File: src/rtl/serial_issue_pkg.sv
package serial_issue_pkg;

  localparam int IW     = 16;
  localparam int NSTG   = 7;
  localparam int ST_IF0 = 0;
  localparam int ST_IF1 = 1;
  localparam int ST_ID0 = 2;
  localparam int ST_ID1 = 3;
  localparam int ST_EX0 = 4;
  localparam int ST_EX1 = 5;
  localparam int ST_WB  = 6;
  localparam int LATE_N = NSTG - ST_ID1;

  typedef enum logic [2:0] {
    OP_NOP   = 3'd0,
    OP_ALU   = 3'd1,
    OP_LOAD  = 3'd2,
    OP_STORE = 3'd3,
    OP_BRZ   = 3'd4,
    OP_BRNZ  = 3'd5,
    OP_JUMP  = 3'd6,
    OP_HALT  = 3'd7
  } opcode_e;

  typedef struct packed {
    logic          vld;
    logic [IW-1:0] word;
  } slot_t;

  function automatic opcode_e op_of(input logic [IW-1:0] w);
    return opcode_e'(w[15:13]);
  endfunction

  function automatic logic [2:0] func_of(input logic [IW-1:0] w);
    return w[12:10];
  endfunction

  function automatic logic [1:0] dst_of(input logic [IW-1:0] w);
    return w[9:8];
  endfunction

  function automatic logic [1:0] srcx_of(input logic [IW-1:0] w);
    return w[7:6];
  endfunction

  function automatic logic [1:0] srcy_of(input logic [IW-1:0] w);
    return w[5:4];
  endfunction

  function automatic logic [7:0] imm_of(input logic [IW-1:0] w);
    return w[7:0];
  endfunction

  // register-register word with a defined ALU function
  function automatic logic alu_legal(input logic [IW-1:0] w);
    return (op_of(w) == OP_ALU) && (func_of(w) != 3'd7);
  endfunction

  function automatic logic reads_reg(input logic [IW-1:0] w);
    opcode_e o;
    o = op_of(w);
    return alu_legal(w) || (o == OP_STORE) || (o == OP_BRZ) || (o == OP_BRNZ);
  endfunction

  function automatic logic writes_reg(input logic [IW-1:0] w);
    return alu_legal(w) || (op_of(w) == OP_LOAD);
  endfunction

  function automatic logic redirects(input logic [IW-1:0] w, input logic zero);
    opcode_e o;
    o = op_of(w);
    return (o == OP_JUMP) || ((o == OP_BRZ) && zero) || ((o == OP_BRNZ) && !zero);
  endfunction

endpackage

File: src/rtl/sic_tick_gen.sv
module sic_tick_gen #(
  parameter int SYS_DIV = 16,
  localparam int IDX_W = $clog2(SYS_DIV)
) (
  input  logic             clk,
  input  logic             rst,
  output logic             tick,
  output logic [IDX_W-1:0] idx
);

  localparam logic [IDX_W-1:0] LAST = IDX_W'(SYS_DIV - 1);

  logic [IDX_W-1:0] cnt_q;

  always_ff @(posedge clk) begin
    if (rst)                cnt_q <= '0;
    else if (cnt_q == LAST) cnt_q <= '0;
    else                    cnt_q <= cnt_q + 1'b1;
  end

  assign idx  = cnt_q;
  assign tick = (cnt_q == LAST);

endmodule

File: src/rtl/sic_fetch_unit.sv
module sic_fetch_unit
  import serial_issue_pkg::*;
(
  input  logic          clk,
  input  logic          rst,
  input  logic          tick,
  input  logic          taken,
  input  logic [7:0]    target,
  input  logic [IW-1:0] imem_data,
  input  logic          wb_halt,
  output logic          issue,
  output logic [7:0]    pc,
  output logic          halted,
  output slot_t         new_slot
);

  logic       phase_q;   // 0: this tick is an issue slot
  logic       stop_q;    // halt fetched, issue suspended
  logic       halted_q;
  logic [7:0] pc_q;
  logic       fetch_halt;

  assign issue      = tick && !phase_q && !stop_q && !taken;
  assign fetch_halt = op_of(imem_data) == OP_HALT;
  assign new_slot   = '{vld: issue, word: imem_data};

  always_ff @(posedge clk) begin
    if (rst) begin
      phase_q  <= 1'b0;
      stop_q   <= 1'b0;
      halted_q <= 1'b0;
      pc_q     <= '0;
    end else if (tick) begin
      phase_q <= !phase_q;
      if (wb_halt) halted_q <= 1'b1;
      if (taken) begin
        pc_q   <= target;
        stop_q <= 1'b0;
      end else if (issue) begin
        pc_q <= pc_q + 8'd1;
        if (fetch_halt) stop_q <= 1'b1;
      end
    end
  end

  assign pc     = pc_q;
  assign halted = halted_q;

endmodule

File: src/rtl/sic_stage_pipe.sv
module sic_stage_pipe
  import serial_issue_pkg::*;
(
  input  logic                      clk,
  input  logic                      rst,
  input  logic                      tick,
  input  logic                      flush,
  input  slot_t                     head,
  output logic [NSTG-1:0]           vld,
  output logic [LATE_N-1:0][IW-1:0] late_word
);

  genvar s;
  generate
    for (s = 0; s < NSTG; s++) begin : g_stg
      slot_t q_r;
      slot_t nxt;
      if (s == 0) begin : g_head
        assign nxt = head;
      end else if (s < ST_WB) begin : g_flushable
        assign nxt = flush ? '0 : g_stg[s-1].q_r;
      end else begin : g_last
        assign nxt = g_stg[s-1].q_r;
      end

      always_ff @(posedge clk) begin
        if (rst)       q_r <= '0;
        else if (tick) q_r <= nxt;
      end

      assign vld[s] = q_r.vld;
      if (s >= ST_ID1) begin : g_out
        assign late_word[s-ST_ID1] = q_r.word;
      end
    end
  endgenerate

endmodule

File: src/rtl/sic_stage_ctrl.sv
module sic_stage_ctrl
  import serial_issue_pkg::*;
#(
  parameter int INSTR_BITS = 16,
  parameter int DATA_BITS  = 8,
  parameter int IDX_W      = 4
) (
  input  logic [NSTG-1:0]           vld,
  input  logic [LATE_N-1:0][IW-1:0] late_word,
  input  logic [IDX_W-1:0]          bit_idx,
  input  logic                      br_zero,
  output logic                      rd_en,
  output logic [1:0]                rd_sel_x,
  output logic [1:0]                rd_sel_y,
  output logic                      alu_en,
  output logic [2:0]                alu_op,
  output logic                      mem_rd,
  output logic                      mem_wr,
  output logic [7:0]                mem_addr,
  output logic                      taken,
  output logic [7:0]                target,
  output logic                      wb_en,
  output logic [1:0]                wb_sel,
  output logic                      wb_halt,
  output logic [NSTG-1:0]           bit_win
);

  logic [IW-1:0] w_id1, w_ex0, w_ex1, w_wb;
  logic          id1_alu;

  assign w_id1 = late_word[ST_ID1-ST_ID1];
  assign w_ex0 = late_word[ST_EX0-ST_ID1];
  assign w_ex1 = late_word[ST_EX1-ST_ID1];
  assign w_wb  = late_word[ST_WB-ST_ID1];

  // second decode stage: register file read
  assign rd_en    = vld[ST_ID1] && reads_reg(w_id1);
  assign id1_alu  = alu_legal(w_id1);
  assign rd_sel_x = !rd_en ? 2'd0 : (id1_alu ? srcx_of(w_id1) : dst_of(w_id1));
  assign rd_sel_y = (rd_en && id1_alu) ? srcy_of(w_id1) : 2'd0;

  // first execute stage: ALU
  assign alu_en = vld[ST_EX0] && alu_legal(w_ex0);
  assign alu_op = alu_en ? func_of(w_ex0) : 3'd0;

  // second execute stage: memory and control transfer
  assign mem_rd   = vld[ST_EX1] && (op_of(w_ex1) == OP_LOAD);
  assign mem_wr   = vld[ST_EX1] && (op_of(w_ex1) == OP_STORE);
  assign mem_addr = (mem_rd || mem_wr) ? imm_of(w_ex1) : 8'd0;
  assign taken    = vld[ST_EX1] && redirects(w_ex1, br_zero);
  assign target   = imm_of(w_ex1);

  // write-back
  assign wb_en   = vld[ST_WB] && writes_reg(w_wb);
  assign wb_sel  = wb_en ? dst_of(w_wb) : 2'd0;
  assign wb_halt = vld[ST_WB] && (op_of(w_wb) == OP_HALT);

  genvar s;
  generate
    for (s = 0; s < NSTG; s++) begin : g_win
      localparam int WIN = (s <= ST_ID1) ? INSTR_BITS : DATA_BITS;
      assign bit_win[s] = vld[s] && (int'(bit_idx) < WIN);
    end
  endgenerate

endmodule

File: src/rtl/serial_issue_ctrl.sv
module serial_issue_ctrl
  import serial_issue_pkg::*;
#(
  parameter int SYS_DIV    = 16,
  parameter int INSTR_BITS = 16,
  parameter int DATA_BITS  = 8,
  localparam int IDX_W = $clog2(SYS_DIV)
) (
  input  logic             clk,
  input  logic             rst,
  output logic             fetch_en,
  output logic [7:0]       imem_addr,
  input  logic [15:0]      imem_data,
  output logic             rd_en,
  output logic [1:0]       rd_sel_x,
  output logic [1:0]       rd_sel_y,
  output logic             alu_en,
  output logic [2:0]       alu_op,
  output logic             mem_rd,
  output logic             mem_wr,
  output logic [7:0]       mem_addr,
  input  logic             br_zero,
  output logic             redirect,
  output logic             wb_en,
  output logic [1:0]       wb_sel,
  output logic             sys_tick,
  output logic [IDX_W-1:0] bit_idx,
  output logic [6:0]       bit_win,
  output logic             halted
);

  // named internal events
  logic                      tick;
  logic                      issue;
  logic                      taken;
  logic [7:0]                target;
  logic                      wb_halt;
  slot_t                     head;
  logic [NSTG-1:0]           stage_vld;
  logic [LATE_N-1:0][IW-1:0] late_word;

  sic_tick_gen #(.SYS_DIV(SYS_DIV)) u_tick (
    .clk (clk),
    .rst (rst),
    .tick(tick),
    .idx (bit_idx)
  );

  sic_fetch_unit u_fetch (
    .clk      (clk),
    .rst      (rst),
    .tick     (tick),
    .taken    (taken),
    .target   (target),
    .imem_data(imem_data),
    .wb_halt  (wb_halt),
    .issue    (issue),
    .pc       (imem_addr),
    .halted   (halted),
    .new_slot (head)
  );

  sic_stage_pipe u_pipe (
    .clk      (clk),
    .rst      (rst),
    .tick     (tick),
    .flush    (taken),
    .head     (head),
    .vld      (stage_vld),
    .late_word(late_word)
  );

  sic_stage_ctrl #(
    .INSTR_BITS(INSTR_BITS),
    .DATA_BITS (DATA_BITS),
    .IDX_W     (IDX_W)
  ) u_ctrl (
    .vld      (stage_vld),
    .late_word(late_word),
    .bit_idx  (bit_idx),
    .br_zero  (br_zero),
    .rd_en    (rd_en),
    .rd_sel_x (rd_sel_x),
    .rd_sel_y (rd_sel_y),
    .alu_en   (alu_en),
    .alu_op   (alu_op),
    .mem_rd   (mem_rd),
    .mem_wr   (mem_wr),
    .mem_addr (mem_addr),
    .taken    (taken),
    .target   (target),
    .wb_en    (wb_en),
    .wb_sel   (wb_sel),
    .wb_halt  (wb_halt),
    .bit_win  (bit_win)
  );

  assign fetch_en = issue;
  assign redirect = taken;
  assign sys_tick = tick;

endmodule

File: config.mk
export PLATFORM = sky130hd
export DESIGN_NAME = serial_issue_ctrl
export DESIGN_NICKNAME = d
export VERILOG_FILES = /design/src/rtl/serial_issue_pkg.sv /design/src/rtl/sic_tick_gen.sv /design/src/rtl/sic_fetch_unit.sv /design/src/rtl/sic_stage_pipe.sv /design/src/rtl/sic_stage_ctrl.sv /design/src/rtl/serial_issue_ctrl.sv
export SDC_FILE = /design/constraint.sdc
export NUM_CORES = 1
export LEC_CHECK = 0
export BUFFER_PORTS_ARGS = -buffer_cell sky130_fd_sc_hd__buf_2
export CORE_MARGIN = 2
export CORE_UTILIZATION = 40
export DETAILED_ROUTE_END_ITERATION = 8
export GPL_TIMING_DRIVEN = 0
export MAX_ROUTING_LAYER = met4
export PLACE_DENSITY_LB_ADDON = 0.12
export SYNTH_ARGS = -nofsm -noshare
export SYNTH_HDL_FRONTEND = slang
export SYNTH_SLANG_ARGS = --single-unit
export TNS_END_PERCENT = 100
File: constraint.sdc
create_clock -name clk -period 2.45 [get_ports clk]
set_clock_uncertainty 0.05 [all_clocks]
set_input_delay 0.1225 -clock clk [delete_from_list [all_inputs] [get_ports clk]]
set_output_delay 0.1225 -clock clk [all_outputs]
set_load 0.05 [all_outputs]
==> run_results.csv, run 1 <==
group,metric,value,unit
clock_tree,cts_tree,"built",
setup_path,cp_slowest_cell,"buf_1",
cells_and_area,areaGrowthSynthToFinish,27.7,%
clock_tree,cts_sinks,126,
logic_synthesis,synth_seq_cells,126,
setup_path,start_kind,"register",
clock_tree,clockBufferDepth,2,
logic_synthesis,synth.top_cell.area_share,0.554,
clock_tree,cts_root_buffer,"clkbuf_16",
grt,antenna_found_initial,0,
logic_synthesis,yosysSeqAreaShare,0.554,
grt,grt_overflow_total,0,
grt,grt_busiest_layer,"met2",
sta,fin_tns_setup,0,ps
logic_synthesis,synth.most_common_cell,"dfxtp_1",
sta,hold_viol,0,
drt,drcViolationCount,0,
cells_and_area,antenna_cells,0,
setup_path,cp.required,2750,ps
sta,relSlewSlack,0.560,
grt,grt_max_degree,17,
sta,fmax,0.432,GHz
clock_tree,cts_htree_levels,4,
logic_synthesis,synthCells,444,
grt,grt_pass1_wl,18100,um
sta,min_period_over_period,0.946,
power_and_ir_drop,leakagePower,2.43,nW
clock_tree,postCtsSetupRepairBufs,0,
grt,grtUsageMet3,0.0476,
placed_design,globalplace.congestion,0.841,
setup_path,crit_chain,"ha_1 -> nand3_2 -> clkinv_1 -> nor2_1 -> buf_2 -> buf_1 -> a22o_1",
placed_design,place.detailed.hpwl,7870,um
logic_synthesis,synth_nets,465,
sta,setup_viol,0,
drt,drt_iter0_drc,224,
logic_synthesis,synth.area.top_cells,"dfxtp_1 55%, a22o_1 16%, nand2_1 4.5%, a21oi_1 3.5%, and2_1 2.2%",
clock_tree,clk_transition_reported_paths,60,ps
sta,final.min_clock_period,2320,ps
logic_synthesis,yosys_warnings,0,
power_and_ir_drop,max-vdd-ir-drop,369,uV
logic_synthesis,synth_top_flop_cell,"dfxtp_1",
grt,gr-usage-met1,0.239,
outcome,status,"finished clean",
power_and_ir_drop,powerDensity,804,nW/um2
cells_and_area,utilization,0.530,
setup_path,cp_max_fo,10,
floorplanning,fp.dieW,111,um
setup_path,crit_arrival,2610,ps
clock_tree,numCtsBuffers,17,
setup_path,setup.worst_path.class,"register to register",
floorplanning,num_rows,38,
logic_synthesis,synthTopCellsByCount,"126 x dfxtp_1, 85 x a22o_1, 55 x nand2_1, 32 x a21oi_1, 16 x and2_1",
floorplanning,core_area,11000,um2
logic_synthesis,async_reset_ff_frac,0,
logic_synthesis,synth_edf_count,0,
logic_synthesis,synth.largest_area_cell,"dfxtp_1",
logic_synthesis,yosysUniqueCellTypes,46,
sta,setup_ws,133,ps
drt,ant_nets,0,
drt,route.vias.total,3585,
grt,grt_pass1_vias,3483,
setup_path,critPathMaxStageDelay,420,ps
run,maxCapViolCount,0,
hold_path,hold_class,"input port to register",
floorplanning,die_height,111,um
placed_design,numPortBuffers,62,
sta,drv_slew,0,
grt,grt_usage,0.189,
logic_synthesis,synth.avg_cell_area,10.3,um2
floorplanning,ios,64,
grt,gr-usage-met2,0.294,
logic_synthesis,syn_area,4560,um2
clock_tree,worstSkewPairLatency,400,ps
drt,vias_per_cell,5.17,
floorplanning,initial_core_util,0.415,
drt,firstDrtPassIters,5,
placed_design,dp_slack,123,ps
cells_and_area,fin_nets,562,
setup_path,end_kind,"register",
cells_and_area,drive_gt1_frac,0.217,
drt,routedWlPerCell,15.8,um
sta,tightest_slew,661,ps
sta,rsz0062_at_grt,"no",
floorplanning,die_area,12300,um2
drt,wl,11000,um
==> registers in the layout, indices dropped and copies added (netlist names) <==
signal            flops
u_pipe.g_stg.q_r     48
u_fetch.halted        1
u_pipe.vld            7
u_fetch.stop_q        1
u_tick.idx            4
u_fetch.pc            8
u_pipe.late_word     56
u_fetch.phase_q       1
==> final timing paths <==
check / start / end / slack (ps) / cells past startpoint
worst max-delay path: u_tick.idx[0] / u_pipe.g_stg[2].q_r[15] / 130 / 7
worst min-delay path: rst / u_fetch.pc[2] / 220 / 3
worst max register to register: u_tick.idx[0] / u_pipe.g_stg[2].q_r[15] / 130 / 7
worst min register to register: u_pipe.late_word[56] / u_pipe.late_word[56] / 400 / 2
==> metrics by stage <==
stage          power, mW  hold slack (ps)  std cells  area (um2)
2_1_floorplan       2.15              208        444        4560
3_3_place_gp        2.19              313        646        5050
3_5_place_dp        2.19              318        646        5050
4_1_cts             4.73              191        694        5810
5_1_grt             4.82              243        694        5820
6_report            4.68              225        694        5820
==> kinds of logic (layout without fill, tap and decap cells) <==
group | count (synthesis) | count (layout) | share of synthesized area
xor gates and xnor gates | 3 | 3 | 0.00577
adders and majority gates | 2 | 2 | 0.00549
buffers and inverters | 46 | 156 | 0.0536
AOI/OAI and AO/OA | 138 | 138 | 0.233
muxes | 7 | 7 | 0.0154
and+or+nand+nor | 122 | 122 | 0.133
DFF | 126 | 126 | 0.554
==> routing by layer <==
layer	up-vias	routed length (um)
li1	1807	-
met1	1687	5300
met2	79	5070
met3	12	440
met4	0	186
met5	-	0
==> power by group <==
group / internal [mW] / leakage [nW] / total [mW] / switching [mW]
registers: 2.05 / 1.01 / 2.06 / 0.00412
clock network: 1.53 / 0.291 / 2.51 / 0.976
logic: 0.0394 / 1.12 / 0.110 / 0.0705
total: 3.63 / 2.43 / 4.68 / 1.05
==> timing repair <==
action                                 in CTS  in global routing
gates cloned                                0                  0
endpoints found under the hold margin      16                  0
hold buffers                               16                  0
gates resized for setup                     1                  4
setup endpoints to repair                   1                 23
==> cell usage in the layout, fill, tap and decap left out, drive strengths merged, types with 2 or more instances in the layout <==
cell type | synthesis | layout
a21oi | 32 | 32
a221oi | 2 | 2
a22o | 85 | 85
a22oi | 3 | 3
a31oi | 2 | 2
and2 | 16 | 16
and3 | 3 | 3
and4 | 2 | 2
buf | 24 | 83
bufinv | 0 | 2
clkbuf | 12 | 32
clkinv | 1 | 4
clkinvlp | 0 | 2
dfxtp | 126 | 126
dlygate4sd3 | 0 | 16
ha | 2 | 2
inv | 9 | 17
mux2i | 7 | 7
nand2 | 55 | 55
nand3 | 10 | 10
nand4 | 4 | 4
nor2 | 14 | 14
nor2b | 6 | 6
nor3 | 4 | 4
o21ai | 5 | 5
o32ai | 3 | 3
xnor2 | 2 | 2
==> layout make-up <==
cell class              count  area (um2)
plain buffers              36         213
clock inverters            15         175
inverters                  10        37.5
fillers                   997        5160
well taps                 140         175
flip-flops and latches    126        2520
clock buffers              17         425
multi-input cells         272        1800
repair buffers             78         470
==> worst max-delay path: cells and delay by family (launching register included) <==
family / cells / cell delay [ps]
flip-flops: 1 / 340
buffers and inverters: 3 / 930
AND/OR/NAND/NOR: 2 / 470
AO/OA/AOI/OAI: 1 / 220
adder cells (fa/ha/maj): 1 / 240
No activity file was read; power rests on OpenSTA's default activity.
==> inputs of run 2 (changes only) <==
--- a/config.mk
+++ b/config.mk
@@ -11,7 +11,7 @@
 export DETAILED_ROUTE_END_ITERATION = 8
 export GPL_TIMING_DRIVEN = 0
 export MAX_ROUTING_LAYER = met4
-export PLACE_DENSITY_LB_ADDON = 0.12
+export PLACE_DENSITY = 0.67
 export SYNTH_ARGS = -nofsm -noshare
 export SYNTH_HDL_FRONTEND = slang
 export SYNTH_SLANG_ARGS = --single-unit
==> run_results.csv, run 2 (synthesis results as in run 1) <==
group,metric,value,unit
grt,grt_usage,0.183,
drt,wl,10700,um
power_and_ir_drop,leakagePower,2.44,nW
clock_tree,clockBufferDepth,2,
sta,holdWs,205,ps
sta,fmax,0.445,GHz
grt,grt_pass1_vias,3480,
power_and_ir_drop,power_frac_seq,0.420,
drt,firstDrtPassIters,4,
drt,drt_iter0_drc,173,
sta,relSlewSlack,0.579,
setup_path,ff2ff_setup_slack,230,ps
clock_tree,postCtsSetupRepairBufs,0,
setup_path,worstReg2RegEnd,"u_pipe.late_word[26]",
drt,drcViolationCount,0,
sta,drv_slew,0,
power_and_ir_drop,max-vdd-ir-drop,619,uV
clock_tree,cts_tree,"built",
hold_path,hold_class,"input port to register",
setup_path,critPathCapture,"fetch_en",
run,maxCapViolCount,0,
grt,grt_overflow_total,0,
setup_path,crit_arrival,2080,ps
setup_path,r2r_start,"u_tick.idx[0]",
sta,hold_viol,0,
floorplanning,initial_core_util,0.415,
cells_and_area,largest_reg_flops,56,
drt,vias_per_cell,5.22,
placed_design,globalplace.congestion,0.852,
floorplanning,num_rows,38,
clock_tree,worstSkewPairLatency,400,ps
grt,antenna_found_initial,0,
sta,final.min_clock_period,2250,ps
cells_and_area,final_area,5870,um2
setup_path,end_kind,"output pin",
grt,grt_max_degree,20,
cells_and_area,utilization,0.534,
floorplanning,die_area,12300,um2
sta,rsz0062_at_grt,"no",
drt,routedWlPerCell,15.5,um
floorplanning,core_area,11000,um2
setup_path,setup.worst_path.class,"register to output pin",
clock_tree,clk_transition_reported_paths,50,ps
clock_tree,numCtsBuffers,17,
setup_path,critPathMaxStageDelay,370,ps
grt,grt_pass1_wl,17400,um
cells_and_area,final_common_cell,"dfxtp_1",
placed_design,place.detailed.hpwl,7700,um
setup_path,cp.required,2280,ps
cells_and_area,antenna_cells,0,
cells_and_area,fin_nets,561,
cells_and_area,final_cell_mix,"126 x dfxtp_1, 85 x a22o_1, 67 x buf_2",
power_and_ir_drop,powerDensity,836,nW/um2
setup_path,start_kind,"register",
floorplanning,die_height,111,um
power_and_ir_drop,switching_share,0.195,
power_and_ir_drop,intPower,3.95,mW
floorplanning,fp.dieW,111,um
cells_and_area,areaGrowthSynthToFinish,28.8,%
clock_tree,cts_sinks,126,
setup_path,crit_chain,"ha_1 -> nand3_2 -> clkinv_1 -> clkbuf_4 -> nand3_1 -> inv_1 -> buf_2",
setup_path,cp_max_fo,19,
drt,ant_nets,0,
placed_design,place_area,5050,um2
sta,min_period_over_period,0.918,
sta,fin_tns_setup,0,ps
power_and_ir_drop,p_total,4.91,mW
clock_tree,cts_htree_levels,4,
setup_path,cp_slowest_cell,"dfxtp_1",
sta,tightest_slew,632,ps
cells_and_area,drive_gt1_frac,0.207,
power_and_ir_drop,p_sw,0.957,mW
outcome,status,"finished clean",
power_and_ir_drop,combPwrFrac,0.022,
setup_path,r2r_cells,7,
power_and_ir_drop,clockPowerShare,0.559,
sta,setup_viol,0,
drt,route.vias.total,3615,
placed_design,numPortBuffers,62,
clock_tree,cts_root_buffer,"clkbuf_16",
floorplanning,ios,64,
setup_path,crit_path_start,"u_tick.idx[0]",
==> run 2: cell types whose count changed in the layout (fill, tap and decap cells not counted), sizes merged <==
cell	delta
buf	+1
bufinv	+3
clkbuf	+2
clkinvlp	-1
inv	-7
==> run 2: final cells by class <==
cell class / count / area, um2
buffer: 35 / 205
timing repair buffer: 78 / 470
inverter: 10 / 37.5
multi-input combinational: 272 / 1810
clock buffer: 21 / 460
clock inverter: 10 / 185
tap: 140 / 175
fill: 983 / 5110
sequential: 126 / 2520
==> run 2: worst min path at each step <==
stage / startpoint / to / slack, ps / cells past startpoint
global route: rst / u_fetch.pc[1] / 220 / 3
global placement: imem_data[7] / u_pipe.g_stg[0].q_r[7] / 310 / 3
floorplan: imem_data[0] / u_pipe.g_stg[0].q_r[0] / 210 / 2
finish: rst / u_fetch.pc[2] / 210 / 3
CTS: rst / u_fetch.pc[2] / 190 / 3
detailed placement: imem_data[12] / u_pipe.g_stg[0].q_r[12] / 320 / 3
==> run 2: what timing repair did <==
item	CTS	global route
resized for setup	1	2
setup endpoints to repair	4	2
endpoints found under the hold margin	16	0
hold buffers	16	0
==> run 2: through the flow <==
| stage | setup slack [ps] | std cells |
|---|---|---|
| after floorplan | 84.6 | 444 |
| after global routing | 52.4 | 692 |
| after global placement | 250 | 646 |
| after CTS | 69.1 | 692 |
| final | 201 | 692 |
| after detailed placement | 243 | 646 |
==> run 2: worst max-delay path: cells and delay by family (launching register included) <==
family,cells,cell delay [ps]
buffers and inverters,4,770
adder cells (fa/ha/maj),1,210
AND/OR/NAND/NOR,2,310
flip-flops,1,370
==> run 2: layer usage <==
metal  GRT usage  vias to the layer above  share of wire
li1            -                     1805              -
met1       0.218                     1705           0.46
met2       0.298                       86           0.48
met3      0.0437                       19          0.036
met4      0.0767                        0          0.020
met5           -                        -              0
==> run 2: power by group through the flow <==
stage / Combinational [mW] / Clock [mW] / Sequential [mW]
finish: 0.107 / 2.74 / 2.06
global route: 0.116 / 2.86 / 2.06
CTS: 0.107 / 2.76 / 2.06
detailed placement: 0.0869 / 0 / 2.10
global placement: 0.0857 / 0 / 2.10
floorplan: 0.0366 / 0 / 2.12
==> inputs of run 3 (changes only) <==
--- a/config.mk
+++ b/config.mk
@@ -6,12 +6,14 @@
 export NUM_CORES = 1
 export LEC_CHECK = 0
 export BUFFER_PORTS_ARGS = -buffer_cell sky130_fd_sc_hd__buf_2
+export CELL_PAD_IN_SITES_DETAIL_PLACEMENT = 1
+export CELL_PAD_IN_SITES_GLOBAL_PLACEMENT = 1
 export CORE_MARGIN = 2
 export CORE_UTILIZATION = 40
 export DETAILED_ROUTE_END_ITERATION = 8
 export GPL_TIMING_DRIVEN = 0
 export MAX_ROUTING_LAYER = met4
-export PLACE_DENSITY = 0.67
+export PLACE_DENSITY = 0.8
 export SYNTH_ARGS = -nofsm -noshare
 export SYNTH_HDL_FRONTEND = slang
 export SYNTH_SLANG_ARGS = --single-unit
==> run_results.csv, run 3 (synthesis results as in run 1) <==
group,metric,value,unit
outcome,status,"finished clean",
setup_path,crit_arrival,2160,ps
sta,setup_ws,121,ps
power_and_ir_drop,powerDensity,801,nW/um2
cells_and_area,fin_nets,562,
drt,ant_nets,0,
placed_design,numPortBuffers,62,
setup_path,end_kind,"output pin",
clock_tree,cts_tree,"built",
cells_and_area,multi_input_area,1800,um2
hold_path,hold_class,"input port to register",
cells_and_area,areaGrowthSynthToFinish,27.7,%
sta,rsz0062_at_grt,"no",
run,maxCapViolCount,0,
drt,routedWlPerCell,18.1,um
setup_path,cp_max_fo,10,
sta,min_period_over_period,0.951,
drt,vias_per_cell,5.34,
sta,fmax,0.429,GHz
clock_tree,numCtsBuffers,17,
cells_and_area,final_cell_mix,"126 x dfxtp_1, 85 x a22o_1, 69 x buf_2",
cells_and_area,drive_gt1_frac,0.215,
sta,relSlewSlack,0.598,
drt,drcViolationCount,0,
floorplanning,ios,64,
placed_design,place_area,5050,um2
cells_and_area,nFillCells,1226,
floorplanning,num_rows,38,
power_and_ir_drop,max-vdd-ir-drop,487,uV
sta,tightest_slew,603,ps
cells_and_area,final_area,5820,um2
grt,antenna_found_initial,0,
floorplanning,core_area,11000,um2
sta,setup_viol,0,
cells_and_area,final_common_cell,"dfxtp_1",
cells_and_area,largest_reg_flops,56,
clock_tree,postCtsSetupRepairBufs,0,
clock_tree,cts_root_buffer,"clkbuf_16",
drt,firstDrtPassIters,4,
grt,grt_usage,0.215,
sta,hold_viol,0,
placed_design,dp_slack,172,ps
floorplanning,initial_core_util,0.415,
placed_design,globalplace.congestion,0.800,
clock_tree,cts_htree_levels,4,
floorplanning,fp.dieW,111,um
floorplanning,die_height,111,um
setup_path,ff2ff_setup_slack,250,ps
grt,grt_max_degree,17,
power_and_ir_drop,leakagePower,2.42,nW
cells_and_area,antenna_cells,0,
clock_tree,clockBufferDepth,2,
grt,grt_pass1_vias,3799,
sta,final.min_clock_period,2330,ps
setup_path,start_kind,"register",
cells_and_area,ff_latch_area,2520,um2
clock_tree,worstSkewPairLatency,410,ps
sta,drv_slew,0,
clock_tree,cts_sinks,126,
grt,grt_pass1_wl,20200,um
drt,drt_iter0_drc,167,
drt,wl,12600,um
placed_design,place.detailed.hpwl,8670,um
drt,route.vias.total,3706,
clock_tree,clk_transition_reported_paths,60,ps
setup_path,cp.required,2280,ps
floorplanning,die_area,12300,um2
setup_path,setup.worst_path.class,"register to output pin",
grt,grt_overflow_total,0,
sta,fin_tns_setup,0,ps
run 3: cell count changes in the layout (fill, tap and decap cells not counted), moves of 2 or more:
cell	change
buf_1	-3
buf_2	+2
bufinv_16	-3
clkbuf_2	+2
clkbuf_8	+2
clkinvlp_4	+3
run 3: area by class of cell:
| class | instances | share of cell area |
|---|---|---|
| tap | 140 | 0.0301 |
| buffer | 36 | 0.0368 |
| clock inverter | 9 | 0.0187 |
| timing repair buffer | 78 | 0.0809 |
| sequential | 126 | 0.434 |
| multi-input combinational | 272 | 0.310 |
| clock buffer | 23 | 0.0839 |
| inverter | 10 | 0.00645 |
run 3: worst max-delay path, cell delays in order, from the launching register on:
cell      delay, ps
dfxtp_1         370
ha_1            220
nand3_2         140
clkinv_1        130
buf_2           270
clkbuf_4        300
buf_2           290
run 3: layer usage:
layer / vias up / GRT usage / routed length (um)
met3: 16 / 0.0454 / 441
li1: 1807 / - / -
met5: - / - / 0
met4: 0 / 0.0600 / 154
met1: 1801 / 0.253 / 5460
met2: 82 / 0.373 / 6520
run 3: worst paths after layout:
kind                          start  depth (start not counted)                      to
max                   u_tick.idx[0]                          6                sys_tick
min                             rst                          3           u_fetch.pc[2]
max reg2reg           u_tick.idx[0]                          7    u_pipe.late_word[31]
min reg2reg  u_pipe.g_stg[0].q_r[3]                          2  u_pipe.g_stg[0].q_r[3]
run 3: metrics by stage:
step | util | hold slack [ps] | total power [mW] | std cells
after global routing | 0.530 | 208 | 4.80 | 694
after floorplan | - | 208 | 2.15 | 444
after CTS | 0.529 | 185 | 4.70 | 694
final | 0.530 | 195 | 4.66 | 694
after detailed placement | 0.459 | 321 | 2.19 | 646
after global placement | 0.459 | 313 | 2.19 | 646
run 3: where the power goes:
group          total (mW)  internal [mW]  switching, mW
combinational       0.110         0.0400         0.0696
sequential           2.06           2.05        0.00416
clock                2.49           1.60          0.886
run 3: what timing repair did:
action | 4_1_cts | 5_1_grt
gates resized for setup | 2 | 4
hold buffers | 16 | 0
hold endpoints to repair | 16 | 0
setup endpoints to repair | 2 | 23
